==> src/rtl/bmsg_pkg.sv <==
package bmsg_pkg;
  typedef enum logic [1:0] {
    ACT_ABORT   = 2'd0,
    ACT_RAZWI   = 2'd1,
    ACT_PASS_S  = 2'd2,
    ACT_PASS_NS = 2'd3
  } act_e;

  typedef enum logic [1:0] {
    ST_IDLE  = 2'd0,
    ST_DREQ  = 2'd1,
    ST_DWAIT = 2'd2,
    ST_RSP   = 2'd3
  } st_e;
endpackage

==> src/rtl/bmsg_decide.sv <==
module bmsg_decide
  import bmsg_pkg::*;
(
  input  logic exempt_i,
  input  logic nonsec_rgn_i,
  input  logic mst_ns_i,
  input  logic err_rsp_i,
  output act_e act_o
);
  always_comb begin
    if (exempt_i)          act_o = mst_ns_i ? ACT_PASS_NS : ACT_PASS_S;
    else if (nonsec_rgn_i) act_o = ACT_PASS_NS;
    else if (!mst_ns_i)    act_o = ACT_PASS_S;
    else if (err_rsp_i)    act_o = ACT_ABORT;
    else                   act_o = ACT_RAZWI;
  end
endmodule

==> src/rtl/bmsg_lane_mask.sv <==
module bmsg_lane_mask #(
  parameter int DW = 64,
  parameter int SW = 2
) (
  input  logic [SW-1:0] size_i,
  input  logic [DW-1:0] data_i,
  output logic [DW-1:0] data_o
);
  localparam int NB = DW / 8;

  for (genvar b = 0; b < NB; b++) begin : g_lane
    assign data_o[b*8 +: 8] = (32'(b) < (32'd1 << size_i)) ? data_i[b*8 +: 8] : 8'h00;
  end
endmodule

==> src/rtl/bmsg_irq.sv <==
module bmsg_irq (
  input  logic clk_i,
  input  logic rst_ni,
  input  logic set_i,
  input  logic clr_i,
  output logic irq_o
);
  logic st_q;

  always_ff @(posedge clk_i or negedge rst_ni) begin
    if (!rst_ni)     st_q <= 1'b0;
    else if (clr_i)  st_q <= 1'b0;
    else if (set_i)  st_q <= 1'b1;
  end

  // clear acts in the same cycle
  assign irq_o = st_q & ~clr_i;


  clr_wins_chk: assert property (@(posedge clk_i) disable iff (!rst_ni)
    clr_i |=> !st_q);


  set_src_chk: assert property (@(posedge clk_i) disable iff (!rst_ni)
    $rose(st_q) |-> $past(set_i && !clr_i));


  sticky_chk: assert property (@(posedge clk_i) disable iff (!rst_ni)
    (st_q && !clr_i) |=> st_q);
endmodule

==> src/rtl/bm_sec_gate.sv <==
module bm_sec_gate
  import bmsg_pkg::*;
#(
  parameter int AW = 32,
  parameter int DW = 64,
  localparam int NB = DW / 8,
  localparam int SW = $clog2($clog2(NB) + 1)
) (
  input  logic          clk_i,
  input  logic          rst_ni,
  input  logic          cfg_nonsec_i,
  input  logic          cfg_sec_resp_i,
  input  logic          irq_clear_i,
  output logic          irq_o,
  input  logic          up_req_valid_i,
  output logic          up_req_ready_o,
  input  logic [AW-1:0] up_addr_i,
  input  logic          up_write_i,
  input  logic [SW-1:0] up_size_i,
  input  logic [DW-1:0] up_wdata_i,
  output logic          up_rsp_valid_o,
  output logic [DW-1:0] up_rsp_rdata_o,
  output logic          up_rsp_err_o,
  output logic [AW-1:0] lk_addr_o,
  input  logic          lk_exempt_i,
  input  logic          lk_nonsec_i,
  output logic          dn_req_valid_o,
  input  logic          dn_req_ready_i,
  output logic [AW-1:0] dn_addr_o,
  output logic          dn_write_o,
  output logic [SW-1:0] dn_size_o,
  output logic [DW-1:0] dn_wdata_o,
  output logic          dn_secure_o,
  input  logic          dn_rsp_valid_i,
  input  logic [DW-1:0] dn_rdata_i,
  input  logic          dn_err_i
);
  st_e           st_q;
  act_e          act;
  logic          hs;
  logic [AW-1:0] addr_q;
  logic          wr_q, sec_q, err_q;
  logic [SW-1:0] size_q;
  logic [DW-1:0] wdata_q, rdata_q, wdata_m, rdata_m;

  assign lk_addr_o      = up_addr_i;
  assign up_req_ready_o = (st_q == ST_IDLE);
  assign hs             = up_req_valid_i && up_req_ready_o;

  bmsg_decide u_decide (
    .exempt_i    (lk_exempt_i),
    .nonsec_rgn_i(lk_nonsec_i),
    .mst_ns_i    (cfg_nonsec_i),
    .err_rsp_i   (cfg_sec_resp_i),
    .act_o       (act)
  );

  bmsg_lane_mask #(.DW(DW), .SW(SW)) u_wmask (
    .size_i(up_size_i), .data_i(up_wdata_i), .data_o(wdata_m)
  );

  bmsg_lane_mask #(.DW(DW), .SW(SW)) u_rmask (
    .size_i(size_q), .data_i(dn_rdata_i), .data_o(rdata_m)
  );

  bmsg_irq u_irq (
    .clk_i (clk_i),
    .rst_ni(rst_ni),
    .set_i (hs && (act == ACT_ABORT)),
    .clr_i (irq_clear_i),
    .irq_o (irq_o)
  );

  always_ff @(posedge clk_i or negedge rst_ni) begin
    if (!rst_ni) begin
      st_q    <= ST_IDLE;
      addr_q  <= '0;
      wr_q    <= 1'b0;
      size_q  <= '0;
      wdata_q <= '0;
      sec_q   <= 1'b0;
      rdata_q <= '0;
      err_q   <= 1'b0;
    end else begin
      case (st_q)
        ST_IDLE: if (hs) begin
          addr_q  <= up_addr_i;
          wr_q    <= up_write_i;
          size_q  <= up_size_i;
          wdata_q <= wdata_m;
          rdata_q <= '0;
          err_q   <= 1'b0;
          case (act)
            ACT_PASS_S:  begin sec_q <= 1'b1; st_q <= ST_DREQ; end
            ACT_PASS_NS: begin sec_q <= 1'b0; st_q <= ST_DREQ; end
            ACT_ABORT:   begin err_q <= 1'b1; st_q <= ST_RSP;  end
            default:     st_q <= ST_RSP;
          endcase
        end
        ST_DREQ: if (dn_req_ready_i) st_q <= ST_DWAIT;
        ST_DWAIT: if (dn_rsp_valid_i) begin
          rdata_q <= wr_q ? '0 : rdata_m;
          err_q   <= dn_err_i;
          st_q    <= ST_RSP;
        end
        default: st_q <= ST_IDLE;
      endcase
    end
  end

  assign dn_req_valid_o = (st_q == ST_DREQ);
  assign dn_addr_o      = addr_q;
  assign dn_write_o     = wr_q;
  assign dn_size_o      = size_q;
  assign dn_wdata_o     = wdata_q;
  assign dn_secure_o    = sec_q;
  assign up_rsp_valid_o = (st_q == ST_RSP);
  assign up_rsp_rdata_o = rdata_q;
  assign up_rsp_err_o   = err_q;


  dn_hold_chk: assert property (@(posedge clk_i) disable iff (!rst_ni)
    (dn_req_valid_o && !dn_req_ready_i) |=>
      (dn_req_valid_o && $stable(dn_addr_o) && $stable(dn_secure_o)));


  blk_nofwd_chk: assert property (@(posedge clk_i) disable iff (!rst_ni)
    (hs && (act == ACT_ABORT || act == ACT_RAZWI)) |=>
      (up_rsp_valid_o && !dn_req_valid_o && (up_rsp_rdata_o == '0)));


  abort_err_chk: assert property (@(posedge clk_i) disable iff (!rst_ni)
    (hs && act == ACT_ABORT) |=> up_rsp_err_o);


  ns_tag_chk: assert property (@(posedge clk_i) disable iff (!rst_ni)
    (hs && !lk_exempt_i && lk_nonsec_i) |=> (dn_req_valid_o && !dn_secure_o));


  rsp_pulse_chk: assert property (@(posedge clk_i) disable iff (!rst_ni)
    up_rsp_valid_o |=> (!up_rsp_valid_o && up_req_ready_o));
endmodule

==> config.mk <==
export PLATFORM = sky130hd
export DESIGN_NAME = bm_sec_gate
export DESIGN_NICKNAME = d
export VERILOG_FILES = /design/src/rtl/bmsg_pkg.sv /design/src/rtl/bmsg_decide.sv /design/src/rtl/bmsg_lane_mask.sv /design/src/rtl/bmsg_irq.sv /design/src/rtl/bm_sec_gate.sv
export SDC_FILE = /design/constraint.sdc
export NUM_CORES = 1
export LEC_CHECK = 0
export BUFFER_PORTS_ARGS = -buffer_cell sky130_fd_sc_hd__buf_2
export CORE_AREA = 10 10 138 140
export CTS_BUF_LIST = sky130_fd_sc_hd__clkbuf_4
export DETAILED_ROUTE_END_ITERATION = 8
export DIE_AREA = 0 0 148 150
export HOLD_SLACK_MARGIN = 0.12
export PLACE_DENSITY = 0.85
export RECOVER_POWER = 25
export SLEW_MARGIN = 0
export SYNTH_ARGS = -nofsm -noshare
export SYNTH_HDL_FRONTEND = slang
export SYNTH_SLANG_ARGS = --single-unit
==> constraint.sdc <==
create_clock -name clk_i -period 2.11 [get_ports clk_i]
set_input_delay 0.422 -clock clk_i [delete_from_list [all_inputs] [get_ports clk_i]]
set_output_delay 0.422 -clock clk_i [all_outputs]
set_load 0.03 [all_outputs]
==> metrics.md <==
| Metric | Value |
|---|---|
| Slowest cell on crit path | `dfrtp_1` |
| Power share of the sequential group | `35.0%` |
| First-pass GRT wire length | `~41000 microns` |
| IO Pins | `~380` |
| Crit path capture type | `flop` |
| Internal | `about 8 mW` |
| Relative slew slack | `between 10 and 15%` |
| Number of antenna violations at the first check in global routing | `7` |
| Routed via count | `6511` |
| Clock network power share | `12.3%` |
| CP max FO | `23` |
| Max Cap Violations | `0` |
| WP data arrival | `around 2400 ps` |
| Area Overhead vs Synth | `51.1%` |
| Comb pwr share | `between 50% and 60%` |
| Core area | `about 16000 sq um` |
| Die X | `around 150 microns` |
| Synth area leaders | `dfrtp_1 (59%), mux2_2 (8.2%), mux2i_1 (5.6%)` |
| Met2 global-route usage | `roughly two fifths` |
| Final min period | `between 2000 and 2500 ps` |
| Number of filler cells placed in the layout | `between 1k and 1.5k` |
| Top delay family on crit path | `buffers and inverters` |
| Die H | `approximately 150 microns` |
| Startpoint Class | `flop` |
| Switching share of power | `approximately 47%` |
| Initial DRC Count | `between 200 and 300` |
| Async S/R FF share, synth | `100%` |
| Synth top area share | `between 50% and 60%` |
| Share of cells above drive strength 1 | `between 40% and 50%` |
| Worst-skew pair later-pin latency | `around 540 ps` |
| Buffers on Ports | `roughly 370` |
| Met3 GRT Util | `around a tenth` |
| Vias in the first global route | `around 7.2k` |
| Clock transition at path regs | `150 ps` |
| Area leader, netlist | `dfrtp_1` |
| Final Setup Violations | `0` |
| Worst Setup EP | `up_rsp_err_o` |
| Worst path bufs/invs | `3` |
| Worst EP required | `~2500 ps` |
| Fmax | `between 400 and 500 MHz` |
| Launch point of the critical path | `st_q[0]` |
| Post-synth design cell area | `7110 sq um` |
| CTS tree | `built` |
| Largest net degree at the start of global routing | `84` |
| Post-synth EDFFs | `0` |
| Synth Instances | `572` |
| PwrDens | `around 1400 nW/um^2` |
| Total Neg Setup Slack | `0 ps` |
| Worst r2r src | `st_q[0]` |
| Worst R2R End | `up_rsp_err_o` |
| Clock Root Buffer | `clkbuf_4` |
| Main combinational cell family by area after synthesis | `multiplexers` |
| Max clock buf depth | `2` |
| Worst-path cell chain | `inv_1 > ha_2 > nor2b_2 > nor3_4 > buf_4 > buf_6 > mux2_4` |
| Worst ir drop on vdd | `slightly above 0.001 V` |
| Gpl congestion | `around 0.8` |
| Vias per cell | `between 5 and 6` |
| Cts bufs inserted | `17` |
| Wire per inst | `roughly 21 microns` |
| Final hold violation count | `0` |
| Most common flop cell mapped by yosys | `dfrtp_1` |
| WS Path Type | `flop to flop` |
| Synth Area in Compound Gates | `about 6.7%` |
| Worst-margin pin slew | `about 1300 ps` |
| Avg Inst Size Synth | `around 12 sq um` |
| Hold path depth | `3` |
| Place WS | `79.7 ps` |
| # DRC | `0` |
| Syn nets | `between 700 and 800` |
| Initial core utilization | `between 40 and 50%` |
| Run status | `finished clean` |
| Max incr delay on CP | `about 420 ps` |
| Post-synthesis mux area share | `17.0%` |
| FF+latch count, synth | `~170` |
| PnR worst setup slack | `between 90 and 100 ps` |
| Row cnt | `47` |
| Syn. warnings | `0` |
| Net Sw Power | `6.76 mW` |
| Reg area | `roughly 4200 sq um` |
| Synth cell types | `33` |
| Simple-Gate Fraction of Synth Area | `under 10%` |
| Net count reported at finish | `roughly 1.2k` |
| # clock sinks | `168` |
| Sequential area share after synthesis | `59.1%` |
| Die area | `between 20000 and 25000 sq um` |
| Final HPWL DP | `approximately 17000 microns` |
| Lkg Pwr | `5.75 nW` |
| GRT met1 Usage | `between 20% and 30%` |
| Number of routed nets with antenna violations | `0` |
| Fin. max-slew vios | `0` |
| Drt pass-1 iters | `4` |
| Gr usage total | `between 20% and 30%` |
| Hold Crit Class | `primary input to flop` |
| GRT busiest layer | `met2` |
| GRT overflow | `0` |
| FF-to-FF path depth | `7` |
| XOR/XNOR Fraction of Synth Area | `0%` |
| H-tree depth reported by CTS | `4` |
| RSZ-0062 raised after global routing | `no` |
| Detailed-route wire length | `~27000 microns` |
| Fraction of the mapped netlist area in adder cells | `0.704%` |
| Tcrit/Tclk final | `a little over nine tenths` |
| Footprint of the multi-input gates | `about 2300 sq um` |
| Reg2Reg Setup Slack | `100 ps` |
| Clock Skews | `17.7 ps` |
| CP Depth | `7` |
## power groups by stage
stage          registers [mW]  logic (mW)  clock network (mW)
2_1_floorplan            7.25        2.74                   0
3_3_place_gp             5.04        7.08                   0
3_5_place_dp             5.06        7.22                   0
4_1_cts                  5.02        7.42                1.85
5_1_grt                  5.21        8.08                1.96
6_report                 5.08        7.66                1.78
## synth_stat cells, drive strengths merged, types with 2 or more instances
cell,instances
a22o,40
and3,25
buf,53
clkbuf,14
dfrtp,168
ha,4
inv,43
mux2,69
mux2i,40
nand2,74
nor2,6
nor2b,4
nor3,2
o21ai,19
## routing by layer
layer  wire [microns]  share of wire (%)
met1            10000                 37
met2            13700                 50
met5                0                  0
met3             2800                 10
met4              867                3.2
## worst reg2reg max path, delay by kind of cell (launching register included)
family / cells / cell delay, ps
multiplexers: 1 / 330
adder cells (fa/ha/maj): 1 / 230
buffers and inverters: 3 / 550
AND/OR/NAND/NOR: 2 / 380
flip-flops: 1 / 420
## cell families (layout without fill, tap and decap cells)
| family | Yosys count | in the layout |
|---|---|---|
| DFF | 168 | 168 |
| and+or+nand+nor | 118 | 118 |
| buffers and inverters | 110 | 609 |
| muxes | 109 | 109 |
| AOI/OAI and AO/OA | 63 | 63 |
| adders and majority gates | 4 | 4 |
| other | 0 | 7 |
## worst min-delay path by stage
stage                               endpoint           start  slack, ps
after floorplan                 dn_addr_o[0]          rst_ni        130
after global routing       up_rsp_rdata_o[8]   dn_rdata_i[8]        180
after CTS                 up_rsp_rdata_o[19]  dn_rdata_i[19]        140
after global placement    up_rsp_rdata_o[19]          rst_ni        390
after detailed placement  up_rsp_rdata_o[19]          rst_ni        400
final                      up_rsp_rdata_o[8]   dn_rdata_i[8]        230
## layout by cell type, fill, tap and decap left out, types with 6 or more instances in the layout
cell / instances
buf_2: 372
dfrtp_1: 167
dlygate4sd3_1: 141
nand2_1: 73
mux2_2: 52
inv_1: 43
a22o_1: 40
mux2i_1: 40
and3_1: 25
o21ai_0: 19
clkbuf_4: 19
buf_4: 11
mux2_4: 9
mux2_1: 8
diode_2: 7
nor2_1: 6
## per-stage QoR
step | cells | utilization (%) | area, sq um | hold slack [ps] | total power, mW
3_3_place_gp | 1115 | 55.2 | 9020 | 394 | 12.1
4_1_cts | 1287 | 65.4 | 10700 | 144 | 14.3
5_1_grt | 1297 | 65.7 | 10700 | 180 | 15.3
2_1_floorplan | 572 | - | 7110 | 126 | 9.99
3_5_place_dp | 1115 | 55.2 | 9020 | 403 | 12.3
6_report | 1298 | 65.7 | 10700 | 231 | 14.5
## state kept, by name (all words and copies together), names as in the netlist
register        flops
dn_addr_o          32
dn_secure_o         1
dn_size_o           2
dn_wdata_o         64
dn_write_o          1
st_q                2
u_irq.st_q          1
up_rsp_err_o        1
up_rsp_rdata_o     64
## area by class of cell
| type | count | share of cell area (%) |
|---|---|---|
| sequential | 168 | 39.2 |
| tap | 220 | 2.56 |
| clock buffer | 18 | 1.26 |
| antenna | 7 | 0.163 |
| clock inverter | 13 | 1.14 |
| inverter | 43 | 1.50 |
| timing repair buffer | 535 | 32.7 |
| multi-input combinational | 294 | 21.5 |
## timing repair
action	CTS	global route
setup endpoints to repair	1	21
hold buffers	141	0
pin swaps	0	1
gates resized for setup	1	3
setup buffers	0	2
cloned	0	2
endpoints found under the hold margin	185	0
Power figures use the tool's default switching activity.
